[config.mk]
export PLATFORM = sky130hd
export DESIGN_NAME = pwmev_top
export DESIGN_NICKNAME = d
export VERILOG_FILES = /design/src/rtl/pwmev_pkg.sv /design/src/rtl/pwmev_ctrl.sv /design/src/rtl/pwmev_datapath.sv /design/src/rtl/pwmev_top.sv
export SDC_FILE = /design/constraint.sdc
export NUM_CORES = 1
export LEC_CHECK = 0
export BUFFER_PORTS_ARGS = -buffer_cell sky130_fd_sc_hd__buf_2
export CORE_ASPECT_RATIO = 2
export CORE_UTILIZATION = 64
export DETAILED_ROUTE_END_ITERATION = 10
export PLACE_DENSITY = 0.94
export REMOVE_ABC_BUFFERS = 1
export SLEW_MARGIN = 20
export SYNTH_ARGS = -nofsm -noshare
export SYNTH_HDL_FRONTEND = slang
export SYNTH_SLANG_ARGS = --single-unit
[constraint.sdc]
create_clock -name clk -period 8.6 [get_ports clk]
set_input_delay 0.86 -clock clk [delete_from_list [all_inputs] [get_ports clk]]
set_output_delay 0.86 -clock clk [all_outputs]
set_load 0.005 [all_outputs]
[src/rtl/pwmev_pkg.sv]
package pwmev_pkg;

  localparam int ADDR_W = 3;
  localparam logic [ADDR_W-1:0] ADR_CFG = 3'd0;
  localparam logic [ADDR_W-1:0] ADR_PRD = 3'd1;
  localparam logic [ADDR_W-1:0] ADR_CMP = 3'd2;
  localparam logic [ADDR_W-1:0] ADR_DIV = 3'd3;
  localparam logic [ADDR_W-1:0] ADR_ARM = 3'd4;
  localparam int CFG_W = 12;

  typedef enum logic [1:0] {CNT_UP = 2'd0, CNT_DOWN = 2'd1, CNT_UPDN = 2'd2, CNT_RSVD = 2'd3} cntMode_e;
  typedef enum logic [1:0] {LD_PERIOD = 2'd0, LD_IMM = 2'd1, LD_WINDOW = 2'd2, LD_CENTER = 2'd3} ldMode_e;
  typedef enum logic [1:0] {ACT_HOLD = 2'd0, ACT_LOW = 2'd1, ACT_HIGH = 2'd2, ACT_TOGGLE = 2'd3} outAct_e;

  typedef struct packed {
    outAct_e cmpDnAct;
    outAct_e prdAct;
    outAct_e cmpUpAct;
    outAct_e zeroAct;
  } actTable_t;

  // strobes from control to datapath
  typedef struct packed {
    logic tick;
    logic load;
    logic cntRst;
    logic outRst;
  } strobe_t;

  function automatic logic applyAct(outAct_e a, logic cur);
    case (a)
      ACT_LOW:    applyAct = 1'b0;
      ACT_HIGH:   applyAct = 1'b1;
      ACT_TOGGLE: applyAct = ~cur;
      default:    applyAct = cur;
    endcase
  endfunction

endpackage

[src/rtl/pwmev_ctrl.sv]
module pwmev_ctrl
  import pwmev_pkg::*;
#(
  parameter int CNT_W  = 16,
  parameter int PSC_W  = 12,
  parameter int DATA_W = 16
) (
  input  logic              clk,
  input  logic              rstN,
  input  logic              wrEn,
  input  logic [ADDR_W-1:0] wrAddr,
  input  logic [DATA_W-1:0] wrData,
  input  logic              enable,
  input  logic              cntClr,
  input  logic              boundary,
  input  logic              centerPt,
  output strobe_t           strb,
  output cntMode_e          cntMode,
  output actTable_t         actTbl,
  output logic [CNT_W-1:0]  bufPrd,
  output logic [CNT_W-1:0]  bufCmp
);

  logic [CFG_W-1:0] cfgReg;
  logic [PSC_W-1:0] divVal;
  logic [PSC_W-1:0] divEff;
  logic [PSC_W-1:0] pscCnt;
  logic             armed;
  logic             armWr;
  logic             tickC;
  logic             loadC;
  ldMode_e          ldMode;

  assign cntMode = cntMode_e'(cfgReg[1:0]);
  assign ldMode  = ldMode_e'(cfgReg[3:2]);
  assign actTbl  = actTable_t'(cfgReg[11:4]);
  assign armWr   = wrEn && (wrAddr == ADR_ARM);

  // divide value 0 behaves as 1
  assign divEff = (divVal == '0) ? PSC_W'(1) : divVal;
  assign tickC  = enable && !cntClr && (pscCnt >= divEff - PSC_W'(1));

  always_comb begin
    case (ldMode)
      LD_IMM:    loadC = 1'b1;
      LD_WINDOW: loadC = tickC && boundary && armed;
      LD_CENTER: loadC = tickC && ((cntMode == CNT_UPDN) ? centerPt : boundary);
      default:   loadC = tickC && boundary;
    endcase
  end

  assign strb.tick   = tickC;
  assign strb.load   = loadC;
  assign strb.cntRst = !enable || cntClr;
  assign strb.outRst = !enable;

  always_ff @(posedge clk or negedge rstN) begin
    if (!rstN) begin
      cfgReg <= '0;
      bufPrd <= '0;
      bufCmp <= '0;
      divVal <= PSC_W'(1);
    end else if (wrEn) begin
      case (wrAddr)
        ADR_CFG: cfgReg <= wrData[CFG_W-1:0];
        ADR_PRD: bufPrd <= wrData[CNT_W-1:0];
        ADR_CMP: bufCmp <= wrData[CNT_W-1:0];
        ADR_DIV: divVal <= wrData[PSC_W-1:0];
        default: ;
      endcase
    end
  end

  always_ff @(posedge clk or negedge rstN) begin
    if (!rstN) begin
      armed <= 1'b0;
    end else if (armWr) begin
      armed <= 1'b1;
    end else if (loadC && ldMode == LD_WINDOW) begin
      armed <= 1'b0;
    end
  end

  always_ff @(posedge clk or negedge rstN) begin
    if (!rstN) begin
      pscCnt <= '0;
    end else if (strb.cntRst || tickC) begin
      pscCnt <= '0;
    end else begin
      pscCnt <= pscCnt + PSC_W'(1);
    end
  end

  // a window load consumes the arm
  a_r9_arm_drop: assert property (@(posedge clk) disable iff (!rstN)
    (armed && loadC && ldMode == LD_WINDOW && !armWr) |=> !armed);

  // ticks are at least the divide value apart
  a_r6_psc_bound: assert property (@(posedge clk) disable iff (!rstN)
    (tickC && divEff > PSC_W'(1)) |=> !tickC);

endmodule

[src/rtl/pwmev_datapath.sv]
module pwmev_datapath
  import pwmev_pkg::*;
#(
  parameter int CNT_W = 16
) (
  input  logic             clk,
  input  logic             rstN,
  input  strobe_t          strb,
  input  cntMode_e         cntMode,
  input  actTable_t        actTbl,
  input  logic [CNT_W-1:0] bufPrd,
  input  logic [CNT_W-1:0] bufCmp,
  output logic             boundary,
  output logic             centerPt,
  output logic             pwmOut,
  output logic             evZero,
  output logic             evPeriod,
  output logic             evCmpUp,
  output logic             evCmpDn
);

  logic [CNT_W-1:0] cnt, actPrd, actCmp;
  logic [CNT_W-1:0] effPrd, effCmp, nxtCnt;
  logic             dirDown, nxtDir, stepUp, stopped, fresh;
  logic             hitZ, hitP, hitCU, hitCD;
  outAct_e          selAct;

  // value in force for the step being taken
  assign effPrd = strb.load ? bufPrd : actPrd;
  assign effCmp = strb.load ? bufCmp : actCmp;

  assign boundary = fresh || ((cntMode == CNT_DOWN || cntMode == CNT_UPDN) ?
                              (cnt == '0) : (cnt >= actPrd));
  assign centerPt = fresh || (!dirDown && cnt >= actPrd);
  assign stopped  = (effPrd == '0);

  always_comb begin
    nxtCnt = cnt;
    nxtDir = dirDown;
    stepUp = 1'b0;
    if (!stopped) begin
      case (cntMode)
        CNT_DOWN: nxtCnt = (cnt == '0) ? effPrd : cnt - CNT_W'(1);
        CNT_UPDN: begin
          if (!dirDown) begin
            if (cnt >= effPrd) begin
              nxtCnt = cnt - CNT_W'(1);
              nxtDir = 1'b1;
            end else begin
              nxtCnt = cnt + CNT_W'(1);
              stepUp = 1'b1;
            end
          end else if (cnt == '0) begin
            nxtCnt = CNT_W'(1);
            nxtDir = 1'b0;
            stepUp = 1'b1;
          end else begin
            nxtCnt = cnt - CNT_W'(1);
          end
        end
        default: begin
          nxtCnt = (cnt >= effPrd) ? '0 : cnt + CNT_W'(1);
          stepUp = 1'b1;
        end
      endcase
    end
  end

  assign hitZ  = !stopped && (nxtCnt == '0);
  assign hitP  = !stopped && (nxtCnt == effPrd);
  assign hitCU = !stopped && stepUp  && (nxtCnt == effCmp) && !hitZ && !hitP;
  assign hitCD = !stopped && !stepUp && (nxtCnt == effCmp) && !hitZ && !hitP;

  always_comb begin
    if (hitZ)       selAct = actTbl.zeroAct;
    else if (hitP)  selAct = actTbl.prdAct;
    else if (hitCU) selAct = actTbl.cmpUpAct;
    else if (hitCD) selAct = actTbl.cmpDnAct;
    else            selAct = ACT_HOLD;
  end

  always_ff @(posedge clk or negedge rstN) begin
    if (!rstN) begin
      actPrd <= '0;
      actCmp <= '0;
    end else if (strb.load) begin
      actPrd <= bufPrd;
      actCmp <= bufCmp;
    end
  end

  always_ff @(posedge clk or negedge rstN) begin
    if (!rstN) begin
      cnt      <= '0;
      dirDown  <= 1'b0;
      fresh    <= 1'b1;
      evZero   <= 1'b0;
      evPeriod <= 1'b0;
      evCmpUp  <= 1'b0;
      evCmpDn  <= 1'b0;
    end else if (strb.cntRst) begin
      cnt      <= '0;
      dirDown  <= 1'b0;
      fresh    <= 1'b1;
      evZero   <= 1'b0;
      evPeriod <= 1'b0;
      evCmpUp  <= 1'b0;
      evCmpDn  <= 1'b0;
    end else if (strb.tick) begin
      cnt      <= nxtCnt;
      dirDown  <= nxtDir;
      fresh    <= 1'b0;
      evZero   <= hitZ;
      evPeriod <= hitP;
      evCmpUp  <= hitCU;
      evCmpDn  <= hitCD;
    end
  end

  always_ff @(posedge clk or negedge rstN) begin
    if (!rstN)            pwmOut <= 1'b0;
    else if (strb.outRst) pwmOut <= 1'b0;
    else if (strb.tick)   pwmOut <= applyAct(selAct, pwmOut);
  end

  // disabled channel drives low
  a_r13_off_low: assert property (@(posedge clk) disable iff (!rstN)
    strb.outRst |=> !pwmOut);

  // pulses change only on a tick or restart
  a_r6_evt_hold: assert property (@(posedge clk) disable iff (!rstN)
    (!strb.tick && !strb.cntRst) |=> $stable({evZero, evPeriod, evCmpUp, evCmpDn}));

  // up counter wraps to zero after the period value
  a_r1_up_wrap: assert property (@(posedge clk) disable iff (!rstN)
    (strb.tick && !strb.cntRst && cntMode == CNT_UP && !strb.load &&
     actPrd != '0 && cnt == actPrd) |=> (cnt == '0));

  // clear returns the counter to zero without events
  a_r12_clr_idle: assert property (@(posedge clk) disable iff (!rstN)
    strb.cntRst |=> (cnt == '0 && !evZero && !evPeriod && !evCmpUp && !evCmpDn));

  // compare pulse never shares a tick with zero or period
  a_r5_cmp_yield: assert property (@(posedge clk) disable iff (!rstN)
    (evZero || evPeriod) |-> !(evCmpUp || evCmpDn));

endmodule

[src/rtl/pwmev_top.sv]
module pwmev_top
  import pwmev_pkg::*;
#(
  parameter int CNT_W  = 16,
  parameter int PSC_W  = 12,
  parameter int DATA_W = 16
) (
  input  logic              clk,
  input  logic              rstN,
  input  logic              wrEn,
  input  logic [2:0]        wrAddr,
  input  logic [DATA_W-1:0] wrData,
  input  logic              enable,
  input  logic              cntClr,
  output logic              pwmOut,
  output logic              evZero,
  output logic              evPeriod,
  output logic              evCmpUp,
  output logic              evCmpDn
);

  strobe_t          strb;
  cntMode_e         cntMode;
  actTable_t        actTbl;
  logic [CNT_W-1:0] bufPrd, bufCmp;
  logic             boundary, centerPt;

  pwmev_ctrl #(.CNT_W(CNT_W), .PSC_W(PSC_W), .DATA_W(DATA_W)) ctrl_i (
    .clk(clk), .rstN(rstN), .wrEn(wrEn), .wrAddr(wrAddr), .wrData(wrData),
    .enable(enable), .cntClr(cntClr), .boundary(boundary), .centerPt(centerPt),
    .strb(strb), .cntMode(cntMode), .actTbl(actTbl), .bufPrd(bufPrd), .bufCmp(bufCmp)
  );

  pwmev_datapath #(.CNT_W(CNT_W)) dp_i (
    .clk(clk), .rstN(rstN), .strb(strb), .cntMode(cntMode), .actTbl(actTbl),
    .bufPrd(bufPrd), .bufCmp(bufCmp), .boundary(boundary), .centerPt(centerPt),
    .pwmOut(pwmOut), .evZero(evZero), .evPeriod(evPeriod),
    .evCmpUp(evCmpUp), .evCmpDn(evCmpDn)
  );

endmodule

==> impl_metrics.yaml, run 1 <==
die:
  initial_core_util: 0.657
  num_rows: 62
  ios: 29
  die_h_um: 174
  die_x_um: 87.8
clock_network:
  clockBufferDepth: 2
  cts_buffers: 17
  h-tree-depth: 4
  clock_sinks: 124
  cts_setup_buffers: 0
  cts-root-buf: "clkbuf_16"
run_status:
  error: "[ERROR GRT-0116] Global routing finished with congestion. Check the congestion regions in the DRC Viewer."
  status: "aborted with a tool error"
  stop_stage: "global routing"
yosys:
  async_reset_ff_frac: 1.00
  syn_area_mm2: 0.00942
  synth_area_per_cell_um2: 8.87
  synth_edf_count: 0
  synth_warnings: 0
  yosysTopAreaCellShare: 0.324
  yosys.area.top_type: "dfrtp_1"
  synth_area_leaders: "dfrtp_1 (32%), mux2_2 (7.8%), ha_1 (6.5%)"
  synth-seq-cells: 124
  synth-main-ff-cell: "dfrtp_1"
  synth_cell_type_count: 86
  seq_area_frac_synth: 0.330
  synthCells: 1063
grt:
  grt_first_pass_wirelength_um: 75900
  globalRouteOverflowTotal: 84
  grt_usage: 0.676
  grt_max_degree: 78
  grt_pass1_vias: 11600
place:
  gp_congestion: 1.16
  hpwl_um: 32100
  io_buffer_count: 28
==> Yosys cell counts (5+ instances only) <==
| library cell | n |
|---|---|
| nand2_1 | 77 |
| nand4_1 | 18 |
| nor2_1 | 88 |
| nor2b_1 | 8 |
| o211ai_1 | 6 |
| a211oi_1 | 20 |
| a21o_1 | 8 |
| or4_1 | 7 |
| nor4_1 | 21 |
| a2111oi_0 | 8 |
| clkbuf_1 | 33 |
| and3_1 | 13 |
| a22oi_1 | 9 |
| mux2_2 | 65 |
| a21oi_1 | 50 |
| buf_2 | 8 |
| dfrtp_1 | 122 |
| ha_1 | 49 |
| or3_1 | 7 |
| o21a_1 | 9 |
| xor2_1 | 22 |
| or2_2 | 5 |
| xnor2_1 | 36 |
| nor3_1 | 40 |
| mux2i_1 | 18 |
| and2_1 | 15 |
| o21ai_0 | 40 |
| a221oi_1 | 5 |
| o21ai_1 | 10 |
| and4_1 | 8 |
| nand3_1 | 43 |
| o31ai_1 | 10 |
| nand2b_1 | 11 |
| inv_1 | 58 |
| a31oi_1 | 18 |
==> per-layer routing <==
metal  GRT usage  overflow
met1       0.721         0
met2       0.897        46
met3       0.351         2
met4       0.699        36
met5      0.0455         0
==> repair_timing <==
item | 4_1_cts
hold buffers | 0
pin swaps | 0
cloned | 0
gates resized for setup | 5
setup endpoints to repair | 4
==> cell families after synthesis <==
| family | after synthesis | synth area share |
|---|---|---|
| AOI/OAI and AO/OA | 251 | 0.189 |
| xor gates and xnor gates | 58 | 0.0539 |
| adders and majority gates | 49 | 0.0651 |
| buffers and inverters | 110 | 0.0489 |
| DFF | 124 | 0.330 |
| muxes | 83 | 0.0968 |
| and+or+nand+nor | 388 | 0.217 |
==> metrics by stage <==
stage | instance area, µm² | setup WS (ns) | std cells
3_5_place_dp | 10400 | 0.0636 | 1339
3_3_place_gp | 10400 | 0.318 | 1339
2_1_floorplan | 9190 | 0.485 | 1012
4_1_cts | 11000 | 0.0193 | 1371
==> run 2, diff against run 1 <==
- CORE_ASPECT_RATIO: 2 -> unset
- CORE_UTILIZATION: 64 -> 40
- PLACE_DENSITY: 0.94 -> unset
- PLACE_DENSITY_LB_ADDON: unset -> 0.15
==> run 2 against run 1 <==
  * Area after synthesis unchanged
  * The run now ends clean
  * Synthesized cell count stayed put
==> impl_metrics.yaml, run 2 <==
layout:
  drive_gt1_frac: 0.217
  final_cell_mix: "dfrtp_1 (122), nor2_1 (88), buf_4 (77), nand2_1 (76), mux2_2 (65)"
  design_area_mm2: 0.0110
  fin_nets: 1211
  syn_to_final_growth_pct: 17.1
  fin_util: 0.483
  diodes: 0
  layout.cells.non_filler: 1464
  final_common_cell: "dfrtp_1"
sta:
  rsz0062_at_grt: "no"
  fmax_mhz: 121
  setup_slack_ns: 0.360
  slew_violations: 0
  min_period_ns: 8.24
  setup_tns_ns: 0
  hold_violations: 0
  finalClockSkew_ns: 0.0169
  slew_headroom: 0.206
  setup_viol: 0
  tightest_slew_ns: 1.18
  period_share: 0.958
grt:
  globalRouteOverflowTotal: 0
  antenna_found_initial: 0
  grt_max_degree: 66
  grt_pass1_vias: 8541
  grt_first_pass_wirelength_um: 54900
  grt_usage: 0.310
drt:
  drc_errors: 0
  vias: 9058
  dr.pass1.iters: 5
  ant_nets: 0
  routed_wl_um: 36500
  drt_iter0_drc: 1010
  via_per_inst: 6.19
  wl_per_cell_um: 24.9
place:
  dp_slack_ns: -0.141
  placedCellCount: 1422
  hpwl_um: 28000
  io_buffer_count: 28
  dpl_cell_area_mm2: 0.0102
  gp_congestion: 0.988
yosys:
  yosys.area.top_type: "dfrtp_1"
  synth_warnings: 0
  synth-main-ff-cell: "dfrtp_1"
  synth_area_leaders: "dfrtp_1 (32%), mux2_2 (7.8%), ha_1 (6.5%)"
  ys_top_cells_by_count: "dfrtp_1 (122), nor2_1 (88), nand2_1 (77)"
  synth-seq-cells: 124
  synth.most_common_cell: "dfrtp_1"
  yosysTopAreaCellShare: 0.324
  synth_cell_type_count: 86
  syn_area_mm2: 0.00942
  seq_area_frac_synth: 0.330
  synthCells: 1063
  synth_edf_count: 0
  async_reset_ff_frac: 1.00
  synth_area_per_cell_um2: 8.87
clock_network:
  h-tree-depth: 4
  clock_sinks: 124
  cts_tree: "yes"
  clock_latency_ns: 0.44
  clockBufferDepth: 2
  path_clk_slew_ns: 0.07
  cts_hold_buf: 0
  cts_buffers: 17
  cts-root-buf: "clkbuf_16"
die:
  num_rows: 55
  ios: 29
  die_h_um: 155
  initial_core_util: 0.412
  die_x_um: 155
  die_area_mm2: 0.0242
  core_area_mm2: 0.0228
power_and_ir_drop:
  seqPwrFrac: 0.277
  p_leak_nw: 4.76
  clkPwrFrac: 0.257
  power_switching_share: 0.426
  pwr-share-comb: 0.465
  powerDensity_mw_per_mm2: 269
  peakVddDrop_mv: 0.136
  p_sw_w: 0.00127
  internal_power_w: 0.00171
critical_path:
  path_class: "register to register"
  critPathMaxStageDelay_ns: 0.68
  crit_fanout: 11
  start_kind: "register"
  crit_top_cell: "ha_1"
  critical_path_depth: 29
  cp_slowest_cell: "or4_1"
  arrival_ns: 8.58
  ff2ff_path_depth: 29
  path_buf_inv: 2
  endpoint_kind: "register"
  critPathRequiredTime_ns: 8.94
  path_delay_family: "simple AND/OR/NAND/NOR gates"
run_status:
  status: "finished clean"
worst_hold_path:
  worstHoldPathType: "input port to asynchronous set/reset pin"
run:
  drv_cap: 0
## run 2: cell counts after synthesis
No cell type changed its count.
## run 2: path summary, 6_finish.rpt
path,start,end,slack (ns)
setup / recovery,ctrl_i.divVal[5],dp_i.evCmpUp,0.36
hold / removal,rstN,ctrl_i.divVal[11],0.39
setup reg to reg,ctrl_i.divVal[5],dp_i.evCmpUp,0.36
hold reg to reg,ctrl_i.bufCmp[1],ctrl_i.bufCmp[1],0.50
max in group asynchronous,rstN,dp_i.actPrd[3],6.98
min in group clk,ctrl_i.bufCmp[1],ctrl_i.bufCmp[1],0.50
## run 2: layer usage
layer / vias to the layer above / track usage / part of all wire
met5: - / 0 / 0
met1: 4416 / 0.448 / 0.46
met4: 0 / 0.102 / 0.029
met2: 484 / 0.453 / 0.42
li1: 4084 / - / -
met3: 74 / 0.0716 / 0.093
## run 2: cells by family (layout without fill, tap and decap cells)
family                   count (synthesis)  after routing  synth area share
AND/OR/NAND/NOR                        388            388             0.217
multiplexers                            83             83            0.0968
AO/OA/AOI/OAI                          251            251             0.189
buffers and inverters                  110            198            0.0489
flip-flops                             124            124             0.330
XOR/XNOR                                58             58            0.0539
adder cells (fa/ha/maj)                 49             49            0.0651
## run 2: power groups by stage
| stage | Combinational [W] | Clock (W) | Sequential (W) |
|---|---|---|---|
| finish | 0.00138 | 0.000765 | 0.000825 |
| global placement | 0.00132 | 0 | 0.000828 |
| global route | 0.00148 | 0.000799 | 0.000839 |
| floorplan | 0.000823 | 0 | 0.000782 |
| CTS | 0.00132 | 0.000772 | 0.000819 |
| detailed placement | 0.00131 | 0 | 0.000830 |
## run 2: what timing repair did
action | in CTS | in global routing
pin swaps | 0 | 5
buffers inserted | 0 | 10
setup endpoints to repair | 2 | 5
gates resized for setup | 5 | 20
## run 2: cell type report
cell class	instances	area [µm²]
fillers	2267	11800
well taps	313	392
flip-flops and latches	124	3110
repair buffers	107	747
multi-input cells	829	5960
inverters	59	221
clock inverters	14	169
clock buffers	18	439
## run 2: through the flow
step           hold WS [ns]  power [W]
2_1_floorplan         0.466    0.00161
3_3_place_gp          0.479    0.00215
3_5_place_dp          0.492    0.00214
4_1_cts               0.430    0.00291
5_1_grt               0.455    0.00312
6_report              0.387    0.00297
(Power assumes the default switching activity.)
==> run 3, diff against run 2 <==
- ABC_CLOCK_PERIOD_IN_PS: unset -> 8600
- GPL_TIMING_DRIVEN: unset -> 0
==> run 3 against run 2 <==
  * First-iteration DRC count down 4.2%
  * Clock skew up 0.0052 ns
  * Fmax down 3.3%
  * Clock power up 0.5%
  * Total power down 0.94%
  * Count of clock-buffer cells in the layout down 1
  * Worst setup slack worse by 0.28 ns
  * Cell count down 3.4%
  * Register-to-register slack worse by 0.28 ns
  * Wire length down 1.6%
  * Flip-flop and latch count unchanged
  * Sequential share of layout area about the same
==> impl_metrics.yaml, run 3 (same netlist as run 2, synthesis figures left out) <==
power_and_ir_drop:
  powerDensity_mw_per_mm2: 267
  internal_power_w: 0.00167
  seqPwrFrac: 0.279
  peakVddDrop_mv: 0.143
  clkPwrFrac: 0.261
  p_leak_nw: 4.57
  pwr-share-comb: 0.460
  p_sw_w: 0.00127
  power_switching_share: 0.431
  total_power_w: 0.00295
critical_path:
  crit_path_start: "ctrl_i.divVal[6]"
  arrival_ns: 8.85
  reg2reg_slack_ns: 0.08
  r2r-end: "dp_i.evCmpUp"
  r2r_start: "ctrl_i.divVal[6]"
  critPathRequiredTime_ns: 8.93
  ff2ff_path_depth: 29
  critPathMaxStageDelay_ns: 0.69
  crit_fanout: 8
  cp_slowest_cell: "or4_1"
  start_kind: "register"
  crit_end: "dp_i.evCmpUp"
  path_class: "register to register"
  endpoint_kind: "register"
drt:
  via_per_inst: 6.43
  wl_per_cell_um: 25.4
  vias: 9091
  dr.pass1.iters: 6
  routed_wl_um: 35900
  wl_met3_um: 3200
  drc_errors: 0
  drt_iter0_drc: 968
  ant_nets: 0
  wl_met1_um: 16000
  highest_layer: "met4"
  dr_wl_met2_um: 15000
worst_hold_path:
  worstHoldPathType: "input port to asynchronous set/reset pin"
sta:
  slew_headroom: 0.189
  period_share: 0.991
  holdWs_ns: 0.301
  min_period_ns: 8.52
  fmax_mhz: 117
  finalClockSkew_ns: 0.0221
  tightest_slew_ns: 1.21
  slew_violations: 0
  setup_viol: 0
  rsz0062_at_grt: "yes"
  hold_violations: 0
clock_network:
  cts_buffers: 17
  cts_tree: "yes"
  cts_hold_buf: 0
  clock_latency_ns: 0.44
  clock_sinks: 124
  clockBufferDepth: 2
  h-tree-depth: 4
  cts-root-buf: "clkbuf_16"
  path_clk_slew_ns: 0.07
layout:
  regArea_mm2: 0.00311
  syn_to_final_growth_pct: 17.1
  fillers: 2264
  final_cell_mix: "dfrtp_1 (122), nor2_1 (86), nand2_1 (76), mux2_2 (65), inv_1 (58)"
  fin_nets: 1161
  drive_gt1_frac: 0.209
  diodes: 0
  final_common_cell: "dfrtp_1"
  multi_input_area_mm2: 0.00627
place:
  hpwl_um: 25200
  io_buffer_count: 28
  gp_congestion: 0.989
grt:
  globalRouteOverflowTotal: 0
  grt_first_pass_wirelength_um: 53700
  grt_max_degree: 86
  grt_usage: 0.301
  antenna_found_initial: 0
  grt_pass1_vias: 8682
run_status:
  status: "finished clean"
die:
  initial_core_util: 0.412
  ios: 29
  die_x_um: 155
  num_rows: 55
  core_area_mm2: 0.0228
  die_h_um: 155
  die_area_mm2: 0.0242
run:
  drv_cap: 0
[run 3: cell types whose count changed in the layout (fill, tap and decap cells not counted), sizes merged]
cell	previous run	this run
o311a	1	3
clkbuf	18	17
a21oi	55	56
buf	107	52
clkinvlp	0	2
nand2	79	80
o221a	1	2
inv	68	64
clkinv	3	5
bufinv	2	3
[run 3: how the worst min path moves through the flow]
stage / start / to / cells past startpoint
after global routing: rstN / ctrl_i.pscCnt[9] / 1
final: rstN / ctrl_i.pscCnt[9] / 1
after floorplan: ctrl_i.armed / ctrl_i.armed / 1
after global placement: ctrl_i.cfgReg[8] / ctrl_i.cfgReg[8] / 1
after detailed placement: ctrl_i.cfgReg[8] / ctrl_i.cfgReg[8] / 1
after CTS: rstN / ctrl_i.pscCnt[9] / 1
[run 3: critical path, delay by kind of cell (launching register included)]
family	cells	cell delay, ns
and+or+nand+nor	12	3.78
AOI/OAI and AO/OA	10	2.73
adders and majority gates	3	0.84
DFF	1	0.42
xor gates and xnor gates	2	0.37
buffers and inverters	2	0.28
[run 3: cell type report]
| cell class | instances | area share |
|---|---|---|
| repair buffers | 52 | 0.0390 |
| well taps | 313 | 0.0355 |
| clock buffers | 17 | 0.0386 |
| inverters | 59 | 0.0201 |
| clock inverters | 15 | 0.0169 |
| flip-flops and latches | 124 | 0.282 |
| multi-input cells | 834 | 0.568 |
[run 3: power groups by stage]
stage                     logic (W)  registers, W  clock network, W
after floorplan            0.000823      0.000782                 0
after global placement      0.00117      0.000820                 0
after detailed placement    0.00119      0.000824                 0
after CTS                   0.00126      0.000816          0.000778
after global routing        0.00144      0.000836          0.000803
final                       0.00136      0.000821          0.000769
[run 3: repair_timing]
action,4_1_cts,5_1_grt
cloned,3,2
buffers inserted,9,9
endpoints found under the setup margin,18,5
pin swaps,3,8
resized for setup,32,31
[run 3: metrics by stage]
| step | util | std cells | instance area [µm²] | worst slack (ns) | TNS, ns |
|---|---|---|---|---|---|
| 2_1_floorplan | - | 1012 | 9190 | 0.485 | 0 |
| 3_3_place_gp | 0.425 | 1353 | 9720 | -2.18 | -17.40 |
| 3_5_place_dp | 0.431 | 1359 | 9850 | -1.74 | -9.89 |
| 4_1_cts | 0.471 | 1403 | 10800 | 0.0172 | 0 |
| 5_1_grt | 0.483 | 1414 | 11000 | -0.120 | -0.156 |
| 6_report | 0.483 | 1414 | 11000 | 0.0797 | 0 |
[run 3: per-layer routing]
| layer | up-vias | global-route usage |
|---|---|---|
| met2 | 490 | 0.438 |
| met5 | - | 0 |
| met4 | 0 | 0.139 |
| met3 | 108 | 0.0538 |
| li1 | 4007 | - |
| met1 | 4486 | 0.432 |
==> run 4, diff against run 3 <==
- SYNTH_HIERARCHICAL: unset -> 1
==> run 4 against run 3 <==
  * Sequential power decreased by 0.9%
  * Clock skew decreased by 0.011 ns
  * Critical path depth increased by 7
  * Critical endpoint is now dp_i/pwmOut
  * Largest cell class unchanged
  * First-iteration DRC count decreased by 18%
  * Sequential share of layout area about the same
  * Count of clock-buffer cells in the layout increased by 3
  * Design area about the same
  * Cell count decreased by 5.1%
==> impl_metrics.yaml, run 4 <==
power_and_ir_drop:
  internal_power_w: 0.00173
  powerDensity_mw_per_mm2: 264
  p_sw_w: 0.00118
  seqPwrFrac: 0.280
  total_power_w: 0.00291
  pwr-share-comb: 0.469
  p_leak_nw: 4.68
  clkPwrFrac: 0.252
  power_switching_share: 0.405
  peakVddDrop_mv: 0.127
layout:
  drive_gt1_frac: 0.249
  fin_nets: 1123
  diodes: 0
  layout.cells.non_filler: 1342
  final_common_cell: "dfrtp_1"
  final_cell_mix: "dfrtp_1 (119), nor2_1 (76), mux2_2 (70), nand2_1 (57), inv_1 (53)"
  syn_to_final_growth_pct: 19.0
place:
  dp_slack_ns: -1.94
  gp_congestion: 0.990
  io_buffer_count: 28
  placedCellCount: 1270
  hpwl_um: 23000
clock_network:
  h-tree-depth: 4
  cts-root-buf: "clkbuf_16"
  clock_sinks: 124
  path_clk_slew_ns: 0.06
  clock_latency_ns: 0.42
  cts_buffers: 17
  cts_tree: "yes"
  clockBufferDepth: 2
  cts_hold_buf: 0
run:
  drv_cap: 0
yosys:
  synthCells: 1014
  synth-main-ff-cell: "dfrtp_1"
  synth_warnings: 6
  seq_area_frac_synth: 0.335
  synth_edf_count: 0
  synth.most_common_cell: "dfrtp_1"
  yosysTopAreaCellShare: 0.329
  synth_area_leaders: "dfrtp_1 (33%), mux2_2 (8.5%), ha_1 (7.2%)"
  syn_area_mm2: 0.00927
  synth-seq-cells: 124
  async_reset_ff_frac: 1.00
  synth_cell_type_count: 85
  yosys.area.top_type: "dfrtp_1"
  ys_top_cells_by_count: "dfrtp_1 (122), nor2_1 (77), mux2_2 (70)"
  synth_area_per_cell_um2: 9.14
sta:
  setup_viol: 0
  period_share: 0.972
  min_period_ns: 8.36
  finalClockSkew_ns: 0.0113
  setup_tns_ns: 0
  slew_violations: 0
  fmax_mhz: 120
  hold_violations: 0
  setup_slack_ns: 0.242
  slew_headroom: 0.278
  tightest_slew_ns: 1.07
drt:
  ant_nets: 0
  drt_iter0_drc: 798
  drc_errors: 0
  routed_wl_um: 32600
  via_per_inst: 6.40
  wl_per_cell_um: 24.3
  dr.pass1.iters: 6
  vias: 8591
die:
  die_area_mm2: 0.0238
  die_x_um: 154
  ios: 29
  initial_core_util: 0.408
  die_h_um: 154
  num_rows: 55
  core_area_mm2: 0.0227
critical_path:
  crit_path_start: "dp_i/cnt[0]"
  reg2reg_slack_ns: 0.24
  critPathRequiredTime_ns: 8.91
  critPathMaxStageDelay_ns: 0.48
  ff2ff_path_depth: 36
  start_kind: "register"
  endpoint_kind: "register"
  r2r-end: "dp_i/pwmOut"
  crit_fanout: 8
  arrival_ns: 8.67
  r2r_start: "dp_i/cnt[0]"
  crit_end: "dp_i/pwmOut"
  path_class: "register to register"
  cp_slowest_cell: "dfrtp_2"
  crit_top_cell: "a21o_1"
grt:
  busiest_layer: "met2"
  grtUsageMet3: 0.0516
  grt_max_degree: 73
  grt_pass1_vias: 8043
  grtUsageMet1: 0.389
  antenna_found_initial: 0
  globalRouteOverflowTotal: 0
  met2_usage: 0.408
  grt_first_pass_wirelength_um: 49000
  grt_usage: 0.275
worst_hold_path:
  worstHoldPathType: "input port to asynchronous set/reset pin"
run_status:
  status: "finished clean"
run 4: changes by cell type in the layout (fill, tap and decap cells not counted), sizes merged, moves of 11 or more:
cell	delta
nand3	-12
nand2	-20
nor2	-13
a31oi	-11
a21oi	-18
o21ai	-12
buf	+27
run 4: cell type report:
| type | count | area (µm²) |
|---|---|---|
| fill | 2157 | 11700 |
| multi-input combinational | 766 | 6080 |
| sequential | 124 | 3110 |
| timing repair buffer | 82 | 676 |
| clock buffer | 20 | 457 |
| tap | 285 | 357 |
| inverter | 55 | 210 |
| clock inverter | 10 | 141 |
run 4: worst min-delay path by stage:
stage / start / end
final: rstN / ctrl_i/pscCnt[8]
after global routing: rstN / ctrl_i/pscCnt[8]
after CTS: rstN / ctrl_i/pscCnt[8]
after detailed placement: dp_i/evCmpDn / dp_i/evCmpDn
after global placement: dp_i/evCmpUp / dp_i/evCmpUp
after floorplan: ctrl_i/cfgReg[10] / ctrl_i/cfgReg[10]
run 4: worst max-delay path, delay by kind of cell, from the launching register on:
| kind | cells | cell delay [ns] |
|---|---|---|
| AO/OA/AOI/OAI | 18 | 3.45 |
| buffers and inverters | 3 | 0.51 |
| flip-flops | 1 | 0.48 |
| multiplexers | 2 | 0.45 |
| AND/OR/NAND/NOR | 9 | 2.19 |
| adder cells (fa/ha/maj) | 3 | 0.95 |
| XOR/XNOR | 1 | 0.21 |
run 4: cells by family after synthesis:
| logic type | share of synthesized area |
|---|---|
| AND/OR/NAND/NOR | 0.194 |
| AO/OA/AOI/OAI | 0.174 |
| buffers and inverters | 0.0598 |
| flip-flops | 0.335 |
| multiplexers | 0.110 |
| XOR/XNOR | 0.0558 |
| adder cells (fa/ha/maj) | 0.0716 |
run 4: timing repair:
| item | in CTS | in global routing |
|---|---|---|
| hold endpoints to repair | 0 | 0 |
| setup buffers | 10 | 27 |
| setup endpoints to repair | 5 | 1 |
| resized for setup | 38 | 33 |
| gates cloned | 2 | 3 |
| pin swaps | 5 | 13 |
run 4: power by group through the flow:
stage / registers, W / logic (W) / clock network (W)
2_1_floorplan: 0.000780 / 0.000801 / 0
3_3_place_gp: 0.000809 / 0.00114 / 0
3_5_place_dp: 0.000811 / 0.00117 / 0
4_1_cts: 0.000812 / 0.00126 / 0.000748
5_1_grt: 0.000833 / 0.00145 / 0.000771
6_report: 0.000814 / 0.00137 / 0.000734
run 4: routing by layer:
metal  vias to the layer above  routed length, µm
met5                         -                  0
met4                         0               1370
met3                        86               2860
met2                       416              13600
met1                      4225              14800
li1                       3864                  -
run 4: metrics by stage:
stage | hold WS (ns) | util | cell area [µm²]
detailed placement | 0.474 | 0.429 | 9740
floorplan | 0.457 | - | 8920
global route | 0.369 | 0.486 | 11000
CTS | 0.359 | 0.469 | 10700
global placement | 0.476 | 0.415 | 9420
finish | 0.353 | 0.486 | 11000
